## src/rtl/cfg_spi_seq_pkg.sv

```systemverilog
// Shared constants and types for the EEPROM-to-SPI configuration loader.
// Assumes 8-bit register addresses and data bytes.
package cfg_spi_seq_pkg;

    localparam int          FRAME_BITS = 16;
    localparam int          BITN_W     = $clog2(FRAME_BITS);
    localparam logic [7:0]  END_MARK   = 8'hFF;

    typedef enum logic [2:0] {
        SQ_IDLE,
        SQ_RD_ADDR,
        SQ_RD_DATA,
        SQ_EVAL,
        SQ_LAUNCH,
        SQ_WAIT_TX,
        SQ_FINISH
    } seq_state_t;

    typedef enum logic [1:0] {
        TX_IDLE,
        TX_SHIFT,
        TX_GAP
    } tx_state_t;

    typedef struct packed {
        logic [7:0] reg_addr;
        logic [7:0] reg_data;
    } reg_write_t;

endpackage

```

## src/rtl/cfg_ee_addr.sv

```systemverilog
// Computes the EEPROM byte address of the current record byte.
// Assumes sel < CFGS and that the whole region fits in EE_AW bits.
module cfg_ee_addr #(
    parameter int BASE  = 15000,
    parameter int CFGS  = 4,
    parameter int RECS  = 8,
    parameter int EE_AW = 16,
    parameter int DEV_W = 2,
    parameter int REC_W = 3,
    parameter int SW_W  = 2
) (
    input  logic [DEV_W-1:0] dev,
    input  logic [SW_W-1:0]  sel,
    input  logic [REC_W-1:0] rec,
    input  logic             byte_sel,
    output logic [EE_AW-1:0] addr
);
    localparam int BLK_BYTES = 2 * RECS;

    logic [31:0] offset;

    // Block offset from device and switch, then record and byte within it.
    always_comb begin
        offset = (32'(dev) * 32'(CFGS) + 32'(sel)) * 32'(BLK_BYTES)
               + 32'(rec) * 32'd2 + 32'(byte_sel);
        addr   = EE_AW'(32'(BASE) + offset);
    end

endmodule

```

## src/rtl/cfg_seq_fsm.sv

```systemverilog
// Sequencing control: reads records byte by byte, stops a device's list
// at the end marker or after RECS records, and hands records to the
// SPI writer. Assumes ee_ack only answers a pending request.
module cfg_seq_fsm
    import cfg_spi_seq_pkg::*;
#(
    parameter int NUM_DEV = 3,
    parameter int RECS    = 8,
    parameter int DEV_W   = 2,
    parameter int REC_W   = 3,
    parameter int SW_W    = 2
) (
    input  logic             clk,
    input  logic             rst_n,
    input  logic             start,
    input  logic [SW_W-1:0]  cfg_sel,
    input  logic             ee_ack,
    input  logic [7:0]       ee_rdata,
    input  logic             tx_done,
    output logic             busy,
    output logic             done,
    output logic             ee_req,
    output logic             byte_sel,
    output logic [DEV_W-1:0] dev_idx,
    output logic [REC_W-1:0] rec_idx,
    output logic [SW_W-1:0]  sel_q,
    output logic             tx_go,
    output reg_write_t       tx_rec
);
    seq_state_t st;
    logic       last_dev;
    logic       last_rec;

    assign last_dev = (dev_idx == DEV_W'(NUM_DEV - 1));
    assign last_rec = (rec_idx == REC_W'(RECS - 1));
    assign ee_req   = (st == SQ_RD_ADDR) || (st == SQ_RD_DATA);
    assign byte_sel = (st == SQ_RD_DATA);
    assign tx_go    = (st == SQ_LAUNCH);

    // Main sequencing state machine.
    always_ff @(posedge clk) begin
        if (!rst_n) begin
            st      <= SQ_IDLE;
            busy    <= 1'b0;
            done    <= 1'b0;
            dev_idx <= '0;
            rec_idx <= '0;
            sel_q   <= '0;
            tx_rec  <= '0;
        end else begin
            case (st)
                SQ_IDLE, SQ_FINISH: begin
                    if (start) begin
                        sel_q   <= cfg_sel;
                        dev_idx <= '0;
                        rec_idx <= '0;
                        busy    <= 1'b1;
                        done    <= 1'b0;
                        st      <= SQ_RD_ADDR;
                    end
                end
                SQ_RD_ADDR: begin
                    if (ee_ack) begin
                        tx_rec.reg_addr <= ee_rdata;
                        st              <= SQ_RD_DATA;
                    end
                end
                SQ_RD_DATA: begin
                    if (ee_ack) begin
                        tx_rec.reg_data <= ee_rdata;
                        st              <= SQ_EVAL;
                    end
                end
                SQ_EVAL: begin
                    if (tx_rec.reg_addr != END_MARK) begin
                        st <= SQ_LAUNCH;
                    end else if (last_dev) begin
                        busy <= 1'b0;
                        done <= 1'b1;
                        st   <= SQ_FINISH;
                    end else begin
                        dev_idx <= dev_idx + 1'b1;
                        rec_idx <= '0;
                        st      <= SQ_RD_ADDR;
                    end
                end
                SQ_LAUNCH: begin
                    st <= SQ_WAIT_TX;
                end
                SQ_WAIT_TX: begin
                    if (tx_done) begin
                        if (!last_rec) begin
                            rec_idx <= rec_idx + 1'b1;
                            st      <= SQ_RD_ADDR;
                        end else if (last_dev) begin
                            busy <= 1'b0;
                            done <= 1'b1;
                            st   <= SQ_FINISH;
                        end else begin
                            dev_idx <= dev_idx + 1'b1;
                            rec_idx <= '0;
                            st      <= SQ_RD_ADDR;
                        end
                    end
                end
                default: st <= SQ_IDLE;
            endcase
        end
    end

endmodule

```

## src/rtl/spi_wr_tx.sv

```systemverilog
// Sends one 16-bit write frame, MSB first, with the clock idling low
// and data sampled by the slave on the rising edge. After the frame it
// keeps every select high for one full SCLK period, then pulses done.
// Assumes go is raised only while the writer is idle.
module spi_wr_tx
    import cfg_spi_seq_pkg::*;
#(
    parameter int NUM_DEV = 3,
    parameter int DEV_W   = 2,
    parameter int HALF    = 2
) (
    input  logic               clk,
    input  logic               rst_n,
    input  logic               go,
    input  logic [DEV_W-1:0]   dev,
    input  reg_write_t         word,
    output logic               sclk,
    output logic               mosi,
    output logic [NUM_DEV-1:0] cs_n,
    output logic               done
);
    localparam int DIV_W = (HALF > 1) ? $clog2(HALF) : 1;

    tx_state_t                 st;
    logic [DIV_W-1:0]          div;
    logic                      phase;
    logic [BITN_W-1:0]         bitn;
    logic [FRAME_BITS-1:0]     shreg;
    logic [DEV_W-1:0]          dev_q;
    logic                      tick;

    assign tick = (div == DIV_W'(HALF - 1));
    assign mosi = (st == TX_SHIFT) ? shreg[FRAME_BITS-1] : 1'b0;

    // One active-low select per device, low only while shifting to it.
    for (genvar g = 0; g < NUM_DEV; g++) begin : g_cs
        assign cs_n[g] = !((st == TX_SHIFT) && (dev_q == DEV_W'(g)));
    end

    // Bit timing, shifting and inter-frame gap.
    always_ff @(posedge clk) begin
        if (!rst_n) begin
            st    <= TX_IDLE;
            div   <= '0;
            phase <= 1'b0;
            bitn  <= '0;
            shreg <= '0;
            dev_q <= '0;
            sclk  <= 1'b0;
            done  <= 1'b0;
        end else begin
            done <= 1'b0;
            case (st)
                TX_IDLE: begin
                    div   <= '0;
                    phase <= 1'b0;
                    if (go) begin
                        shreg <= word;
                        dev_q <= dev;
                        bitn  <= '0;
                        st    <= TX_SHIFT;
                    end
                end
                TX_SHIFT: begin
                    if (!tick) begin
                        div <= div + 1'b1;
                    end else begin
                        div <= '0;
                        if (!phase) begin
                            sclk  <= 1'b1;
                            phase <= 1'b1;
                        end else begin
                            sclk  <= 1'b0;
                            phase <= 1'b0;
                            if (bitn == BITN_W'(FRAME_BITS - 1)) begin
                                st <= TX_GAP;
                            end else begin
                                bitn  <= bitn + 1'b1;
                                shreg <= {shreg[FRAME_BITS-2:0], 1'b0};
                            end
                        end
                    end
                end
                TX_GAP: begin
                    if (!tick) begin
                        div <= div + 1'b1;
                    end else begin
                        div <= '0;
                        if (!phase) begin
                            phase <= 1'b1;
                        end else begin
                            phase <= 1'b0;
                            done  <= 1'b1;
                            st    <= TX_IDLE;
                        end
                    end
                end
                default: st <= TX_IDLE;
            endcase
        end
    end

endmodule

```

## src/rtl/cfg_spi_seq.sv

```systemverilog
// Top level: runs once per start pulse, reads the switch-selected record
// blocks from EEPROM and writes them to NUM_DEV SPI slaves in order.
// Assumes cfg_sel < CFGS at start and an EEPROM port with req/ack.
module cfg_spi_seq
    import cfg_spi_seq_pkg::*;
#(
    parameter int NUM_DEV = 3,
    parameter int CFGS    = 4,
    parameter int RECS    = 8,
    parameter int BASE    = 15000,
    parameter int EE_AW   = 16,
    parameter int HALF    = 2,
    parameter int SW_W    = (CFGS > 1) ? $clog2(CFGS) : 1
) (
    input  logic               clk,
    input  logic               rst_n,
    input  logic               start,
    input  logic [SW_W-1:0]    cfg_sel,
    output logic               busy,
    output logic               done,
    output logic               ee_req,
    output logic [EE_AW-1:0]   ee_addr,
    input  logic               ee_ack,
    input  logic [7:0]         ee_rdata,
    output logic               spi_sclk,
    output logic               spi_mosi,
    output logic [NUM_DEV-1:0] spi_cs_n
);
    localparam int DEV_W = (NUM_DEV > 1) ? $clog2(NUM_DEV) : 1;
    localparam int REC_W = (RECS > 1) ? $clog2(RECS) : 1;

    logic             byte_sel;
    logic [DEV_W-1:0] dev_idx;
    logic [REC_W-1:0] rec_idx;
    logic [SW_W-1:0]  sel_q;
    logic             tx_go;
    logic             tx_done;
    reg_write_t       tx_rec;

    cfg_seq_fsm #(
        .NUM_DEV (NUM_DEV),
        .RECS    (RECS),
        .DEV_W   (DEV_W),
        .REC_W   (REC_W),
        .SW_W    (SW_W)
    ) u_fsm (
        .clk      (clk),
        .rst_n    (rst_n),
        .start    (start),
        .cfg_sel  (cfg_sel),
        .ee_ack   (ee_ack),
        .ee_rdata (ee_rdata),
        .tx_done  (tx_done),
        .busy     (busy),
        .done     (done),
        .ee_req   (ee_req),
        .byte_sel (byte_sel),
        .dev_idx  (dev_idx),
        .rec_idx  (rec_idx),
        .sel_q    (sel_q),
        .tx_go    (tx_go),
        .tx_rec   (tx_rec)
    );

    cfg_ee_addr #(
        .BASE  (BASE),
        .CFGS  (CFGS),
        .RECS  (RECS),
        .EE_AW (EE_AW),
        .DEV_W (DEV_W),
        .REC_W (REC_W),
        .SW_W  (SW_W)
    ) u_addr (
        .dev      (dev_idx),
        .sel      (sel_q),
        .rec      (rec_idx),
        .byte_sel (byte_sel),
        .addr     (ee_addr)
    );

    spi_wr_tx #(
        .NUM_DEV (NUM_DEV),
        .DEV_W   (DEV_W),
        .HALF    (HALF)
    ) u_tx (
        .clk  (clk),
        .rst_n(rst_n),
        .go   (tx_go),
        .dev  (dev_idx),
        .word (tx_rec),
        .sclk (spi_sclk),
        .mosi (spi_mosi),
        .cs_n (spi_cs_n),
        .done (tx_done)
    );

endmodule

```

## config.mk

```make
export PLATFORM = sky130hd
export DESIGN_NAME = cfg_spi_seq
export DESIGN_NICKNAME = d
export VERILOG_FILES = /design/src/rtl/cfg_spi_seq_pkg.sv /design/src/rtl/cfg_ee_addr.sv /design/src/rtl/cfg_seq_fsm.sv /design/src/rtl/spi_wr_tx.sv /design/src/rtl/cfg_spi_seq.sv
export SDC_FILE = /design/constraint.sdc
export NUM_CORES = 1
export LEC_CHECK = 0
export BUFFER_PORTS_ARGS = -buffer_cell sky130_fd_sc_hd__buf_4
export CAP_MARGIN = 20
export CORE_MARGIN = 2
export CORE_UTILIZATION = 55
export DETAILED_ROUTE_END_ITERATION = 12
export GPL_TIMING_DRIVEN = 0
export PLACE_DENSITY = 0.76
export REMOVE_ABC_BUFFERS = 1
export SLEW_MARGIN = 20
export SYNTH_ARGS = -nofsm -noshare
export SYNTH_HDL_FRONTEND = slang
export SYNTH_SLANG_ARGS = --single-unit
```

## constraint.sdc

```tcl
create_clock -name clk -period 2.6 [get_ports clk]
set_input_delay 0.26 -clock clk [delete_from_list [all_inputs] [get_ports clk]]
set_output_delay 0.26 -clock clk [all_outputs]
set_load 0.005 [all_outputs]
```

; ---- Yosys cells after proc, flatten, opt, wreduce, memory -nomap -nowiden
; Cells that the tools add are included.
[totals]
memories = 0
output_inout_bits = 24
mem_bits_ro = 0
regBits = 56
latchBits = 0
input_bits = 14
mem_bits_rw = 0
wordCells = 135
[op_classes]
n_mul = 0
mux = 56
add_sub_neg = 8
reduce_logical = 27
eq_ne = 28
shift = 0
div = 0
magnitude_cmp = 0
bitwise = 0
[ops]
columns = operator, count
row1 = $mux W16, 4
row2 = $mux W3, 12
row3 = $pmux W16 S2, 1
row4 = $mux W2, 11
row5 = $pmux W3 S6, 1
row6 = $add A14 B16 Y16 const A, 1
row7 = $add A16 B1 Y16, 1
row8 = $add A16 B4 Y16, 1
row9 = $mux W4, 4
row10 = $mux W1, 15
row11 = $ne A2 B1 Y1 const B, 7
row12 = $ne A2 B2 Y1 const B, 7
row13 = $eq A3 B3 Y1 const B, 4
row14 = $pmux W2 S3, 2
row15 = $reduce_and A2 Y1, 6
row16 = $reduce_and A5 Y1, 2
row17 = $pmux W3 S3, 1
row18 = $ne A8 B8 Y1 const B, 1
row19 = $pmux W4 S2, 1
row20 = $reduce_and A4 Y1, 2
row21 = $eq A2 B2 Y1 const B, 3
row22 = $eq A3 B2 Y1 const B, 2
row23 = $pmux W1 S3, 2
row24 = $reduce_and A6 Y1, 1
row25 = other kinds (18), 27

; ---- Logic depth before layout (Yosys ltp)
[depth]
ltp_word = 5
ltp_mapped = 8
ltp_nobuf = 6

; ---- Hierarchy
; Synthesis repeated with hierarchy kept, for this count alone.
[hier_totals]
cells_unflattened = 353
area_unflattened_um2 = 3143.0
[by_module_without_submodules]
columns = module, instances, cells_per_inst, seq_area_each_um2, area_per_inst_um2
row1 = spi_wr_tx, 1, 164, 560.5, 1511.4
row2 = cfg_seq_fsm, 1, 166, 560.5, 1472.7
row3 = cfg_ee_addr, 1, 23, 0.0, 158.9

; ---- Worst setup path before layout
; No wires, ideal clock.
[synth_timing]
path_type = reg2reg
from = register u_tx.st[1]
to = register u_tx.shreg[5]
setup_ns = 0.086
t_required_ns = 2.514
stages_incl_launch_ff = 9
period_less_slack_ns = 1.696
path_buffers = 2
slack_ns = 0.904
arrival_time_ns = 1.611
path_cell_list = dfxtp_1 > inv_1 > ha_1 > buf_2 > nand3_1 > o22ai_1 > buf_2 > a21oi_1 > a211oi_1
[synth_via]
elab_chain_len = 3
elab_cells_between_ends = 9
cone_classes = 5 x eq/ne / 1 x mux / 3 x reduce/logical
[synth_lines]
columns = item, line_no
row1 = from (decl), spi_wr_tx.sv:24  ; tx_state_t st;
row2 = from (signal assigned), spi_wr_tx.sv:43  ; st <= TX_IDLE;
row3 = from (signal assigned), spi_wr_tx.sv:61  ; st <= TX_SHIFT;
row4 = from (signal assigned), spi_wr_tx.sv:76  ; st <= TX_GAP;
row5 = $eq A2 B1 Y1 or $logic_not A2 Y1 (tied branches), spi_wr_tx.sv:53  ; case (st)
row6 = $ne A2 B2 Y1 (no line) (tied with other cells), n/a
row7 = $reduce_and A5 Y1 (no line), n/a
row8 = to (signal assigned), spi_wr_tx.sv:58  ; shreg <= word;
row9 = to (signal assigned), spi_wr_tx.sv:79  ; shreg <= {shreg[FRAME_BITS-2:0], 1'b0};
row10 = to (decl), spi_wr_tx.sv:28  ; logic [FRAME_BITS-1:0] shreg;
; Parallel ways exist; a longest one is shown, timed or not.
; A chain may end at the register's enable or synchronous reset.

; ---- Worst setup path after layout
[layout_timing]
from = register u_fsm.st[0]
to = register, netlist name u_fsm.tx_rec[12]
[layout_via]
elab_chain_len = 2
[layout_lines]
columns = item, line_no
row1 = from (decl), cfg_seq_fsm.sv:30  ; seq_state_t st;
row2 = from (signal assigned), cfg_seq_fsm.sv:43  ; st <= SQ_IDLE;
row3 = from (signal assigned), cfg_seq_fsm.sv:59  ; st <= SQ_RD_ADDR;
row4 = from (signal assigned), cfg_seq_fsm.sv:65  ; st <= SQ_RD_DATA;
row5 = $eq A3 B1 Y1, cfg_seq_fsm.sv:51  ; case (st)
row6 = $reduce_and A2 Y1 (no line), n/a
; Every way passes these cells.

==> impl_metrics.csv <==
group,metric,value,unit
synth,yosys.area.top_type,"dfxtp_1",
cells_and_area,drive_gt1_frac,0.145,
cells_and_area,fin_util,0.634,
setup_path,end_kind,"flop",
timing,setup_violations,0,
global_routing,grt_start_max_net_pins,44,
synth,synthAdderAreaFrac,0.0465,
global_routing,grt_usage,0.213,
power_and_ir_drop,p_leak,1.12,nW
job,max_cap_viol_count,0,
timing,clock_skew,0.00902,ns
power_and_ir_drop,p_int,1.63,mW
cts,cts_sinks,56,
global_routing,grt.overflow.total,0,
global_routing,antenna_found_initial,0,
timing,slew_violations,0,
placement,dp.cells,428,
synth,synth_area_leaders,"dfxtp_1 38%, mux2i_1 8.8%, a21oi_1 7.8%, nand2_1 5.6%, ha_1 4.7%",
synth,avgSynthCellArea,8.41,um^2
timing,finalHoldViolations,0,
floorplan,start_util,0.576,
drt,num_vias,2475,
cts,cts_buffers,5,
floorplan,die_x,77.4,um
floorplan,rows,26,
power_and_ir_drop,vdd_drop_max,563,uV
power_and_ir_drop,p_sw_frac,0.388,
synth,synthFlopType,"dfxtp_1",
power_and_ir_drop,power_density,816,mW/mm^2
floorplan,die_y,77.4,um
drt,drt_iter0_markers,123,
cts,cts_tree,"built",
drt,postRouteAntennaNets,0,
setup_path,slowest_delay,0.80,ns
global_routing,grt_pass1_wl,10.5,mm
synth,syn_inst,352,
cells_and_area,fin_cells,436,
cells_and_area,diodes,0,
synth,synth.top_cell.area_share,0.379,
setup_path,worst-setup-path-type,"flop to flop",
setup_path,critPathArrivalTime,2.59,ns
cells_and_area,areaGrowthSynthToFinish,10.1,%
cells_and_area,design_area,0.00326,mm^2
setup_path,cp_data_required_time,2.79,ns
hold_path,hold_path.class,"primary input to flop",
setup_path,crit_path_top_delay_cell,"dfxtp_1",
timing,slew_headroom,0.489,
placement,io_buffers,30,
drt,avgRoutedWirePerCell,13.9,um
global_routing,grt_pass1_vias,2258,
timing,worst_slack,0.201,ns
outcome,status,"finished, final reports clean",
power_and_ir_drop,sequentialPowerShare,0.444,
timing,max_clock_freq,417,MHz
synth,seq_area_frac_synth,0.379,
power_and_ir_drop,power_switching,1.03,mW
setup_path,cp_cell_sequence,"inv_2, nor4b_2, buf_4, mux2i_1, nor2_1",
placement,gp_routability_congestion,0.773,
cells_and_area,layout.nets,390,
placement,placed_cell_area,0.00315,mm^2
cells_and_area,fillers,465,
synth,synth_xor_area_frac,0.0178,
synth,synth_mux_area_frac,0.0918,
timing,tightestPinTransition,0.765,ns
synth,synth_compound_area_frac,0.199,
drt,avgViaCountPerCell,5.68,
timing,final.period_utilization,0.923,
synth,yosysUniqueCellTypes,52,
floorplan,pin_count,38,
setup_path,worstSetupStartpointType,"flop",
cts,cts-root-buf,"clkbuf_8",
placement,hpwl,4.11,mm
placement,pre_cts_ws,-0.0944,ns
cts,clk_latency,0.31,ns
cts,clk_path_buf_depth,2,
floorplan,core-area,0.00514,mm^2
timing,period_minus_slack,2.40,ns
synth,ys_async_sr_fraction,0,
synth,synth_top_family_by_area,"compound AO/OA/AOI/OAI gates",
synth,ys_ff_latch,56,
drt,drc_errors,0,
cts,cts.htree.levels,2,
power_and_ir_drop,combinationalPowerShare,0.373,
synth,synth-simple-area-share,0.187,
synth,synth-edff-count,0,
drt,finalWirelength,6.07,mm
floorplan,die_area,0.00598,mm^2
setup_path,crit_fanout,20,
drt,dr.pass1.iters,6,
cts,clk_pin_slew,0.11,ns
timing,rsz0062_at_grt,"false",
power_and_ir_drop,p_total,2.66,mW
power_and_ir_drop,p_clk_frac,0.184,
synth,yosys_warnings,0,
synth,synthesis.area,0.00296,mm^2
power by group through the flow:
| stage | Sequential, mW | Combinational [mW] | Clock (mW) |
|---|---|---|---|
| 4_1_cts | 1.17 | 0.971 | 0.505 |
| 5_1_grt | 1.21 | 1.11 | 0.542 |
| 2_1_floorplan | 1.14 | 0.711 | 0 |
| 3_5_place_dp | 1.19 | 0.961 | 0 |
| 6_report | 1.18 | 0.991 | 0.488 |
| 3_3_place_gp | 1.18 | 0.933 | 0 |
critical path, delay by kind of cell (launching register included):
kind | cells | cell delay [ns]
flops | 1 | 0.80
simple gates | 2 | 0.79
buf+inv | 2 | 0.49
mux | 1 | 0.21
per-stage QoR:
stage | hold slack, ns | TNS [ns]
finish | 0.188 | 0
global route | 0.180 | 0
detailed placement | 0.446 | -1.16
CTS | 0.177 | 0
global placement | 0.441 | -16.08
floorplan | 0.381 | 0
cell type report:
| class | count | area (um^2) | share of cell area |
|---|---|---|---|
| clock buffers | 5 | 68.8 | 0.0211 |
| repair buffers | 31 | 233 | 0.0714 |
| inverters | 15 | 57.6 | 0.0177 |
| well taps | 70 | 87.6 | 0.0269 |
| flip-flops and latches | 56 | 1120 | 0.344 |
| clock inverters | 3 | 22.5 | 0.00691 |
| multi-input cells | 256 | 1670 | 0.512 |
synthesized netlist by cell type, types with 3 or more instances:
| master | count |
|---|---|
| or4_1 | 3 |
| nand3b_1 | 4 |
| dfxtp_1 | 56 |
| nand2b_1 | 3 |
| ha_1 | 11 |
| a21oi_1 | 46 |
| clkbuf_1 | 9 |
| buf_2 | 8 |
| nor3b_1 | 3 |
| o21ai_0 | 12 |
| xnor2_1 | 5 |
| or3_1 | 4 |
| nand3_1 | 8 |
| a211oi_1 | 16 |
| nor2_1 | 18 |
| nand2_1 | 44 |
| o31ai_1 | 4 |
| buf_4 | 11 |
| mux2i_1 | 26 |
| nor3_1 | 5 |
| inv_1 | 13 |
cell usage in the layout, fill, tap and decap left out, drive strengths merged, types with 3 or more instances in the layout:
cell / netlist / final
clkbuf: 9 / 5
nand2b: 4 / 4
nand2: 44 / 44
a2111oi: 3 / 3
nand3b: 4 / 4
xnor2: 5 / 5
dfxtp: 56 / 56
conb: 2 / 7
or3: 4 / 4
a21oi: 46 / 46
clkinv: 1 / 3
nor2: 18 / 18
ha: 11 / 11
nand3: 8 / 8
buf: 21 / 31
or4: 4 / 4
a211oi: 16 / 16
o31ai: 4 / 4
nor3b: 3 / 3
inv: 14 / 15
mux2i: 26 / 26
nor3: 5 / 5
o21ai: 14 / 14
layer usage:
| metal | up-vias | global-route usage | share of wire |
|---|---|---|---|
| met5 | - | 0 | 0 |
| met4 | 0 | 0.0625 | 0.011 |
| met3 | 6 | 0.0384 | 0.036 |
| met2 | 41 | 0.343 | 0.47 |
| met1 | 1163 | 0.292 | 0.48 |
| li1 | 1265 | - | - |
kinds of logic after synthesis:
logic type	after synthesis
other cells	2
flops	56
compound gates	95
buf+inv	45
fa+ha+maj	11
mux	27
xor+xnor	6
simple gates	110
flip-flops by register name, indices dropped and copies added, names as in the netlist, 2 cells and up:
signal and count:
u_tx.shreg 16, u_tx.bitn 4, u_fsm.st 3, u_fsm.tx_rec 16
u_fsm.sel_q 2, u_fsm.rec_idx 3, u_tx.dev_q 2, u_tx.st 2
u_fsm.dev_idx 2
final timing paths:
path / from / to / slack (ns) / cells after the start
max: u_fsm.st[0] / u_fsm.tx_rec[12] / 0.20 / 5
min: ee_rdata[6] / u_fsm.tx_rec[14] / 0.19 / 3
max reg2reg: u_fsm.st[0] / u_fsm.tx_rec[12] / 0.20 / 5
min reg2reg: u_fsm.tx_rec[1] / u_fsm.tx_rec[1] / 0.46 / 2
timing repair:
item                                    CTS  global route
endpoints found under the setup margin   15            15
gates resized for setup                   1             2
hold buffers                              0             0
buffers inserted                          0             0
endpoints found under the hold margin     0             0
cloned                                    0             0
(Power assumes the default switching activity.)
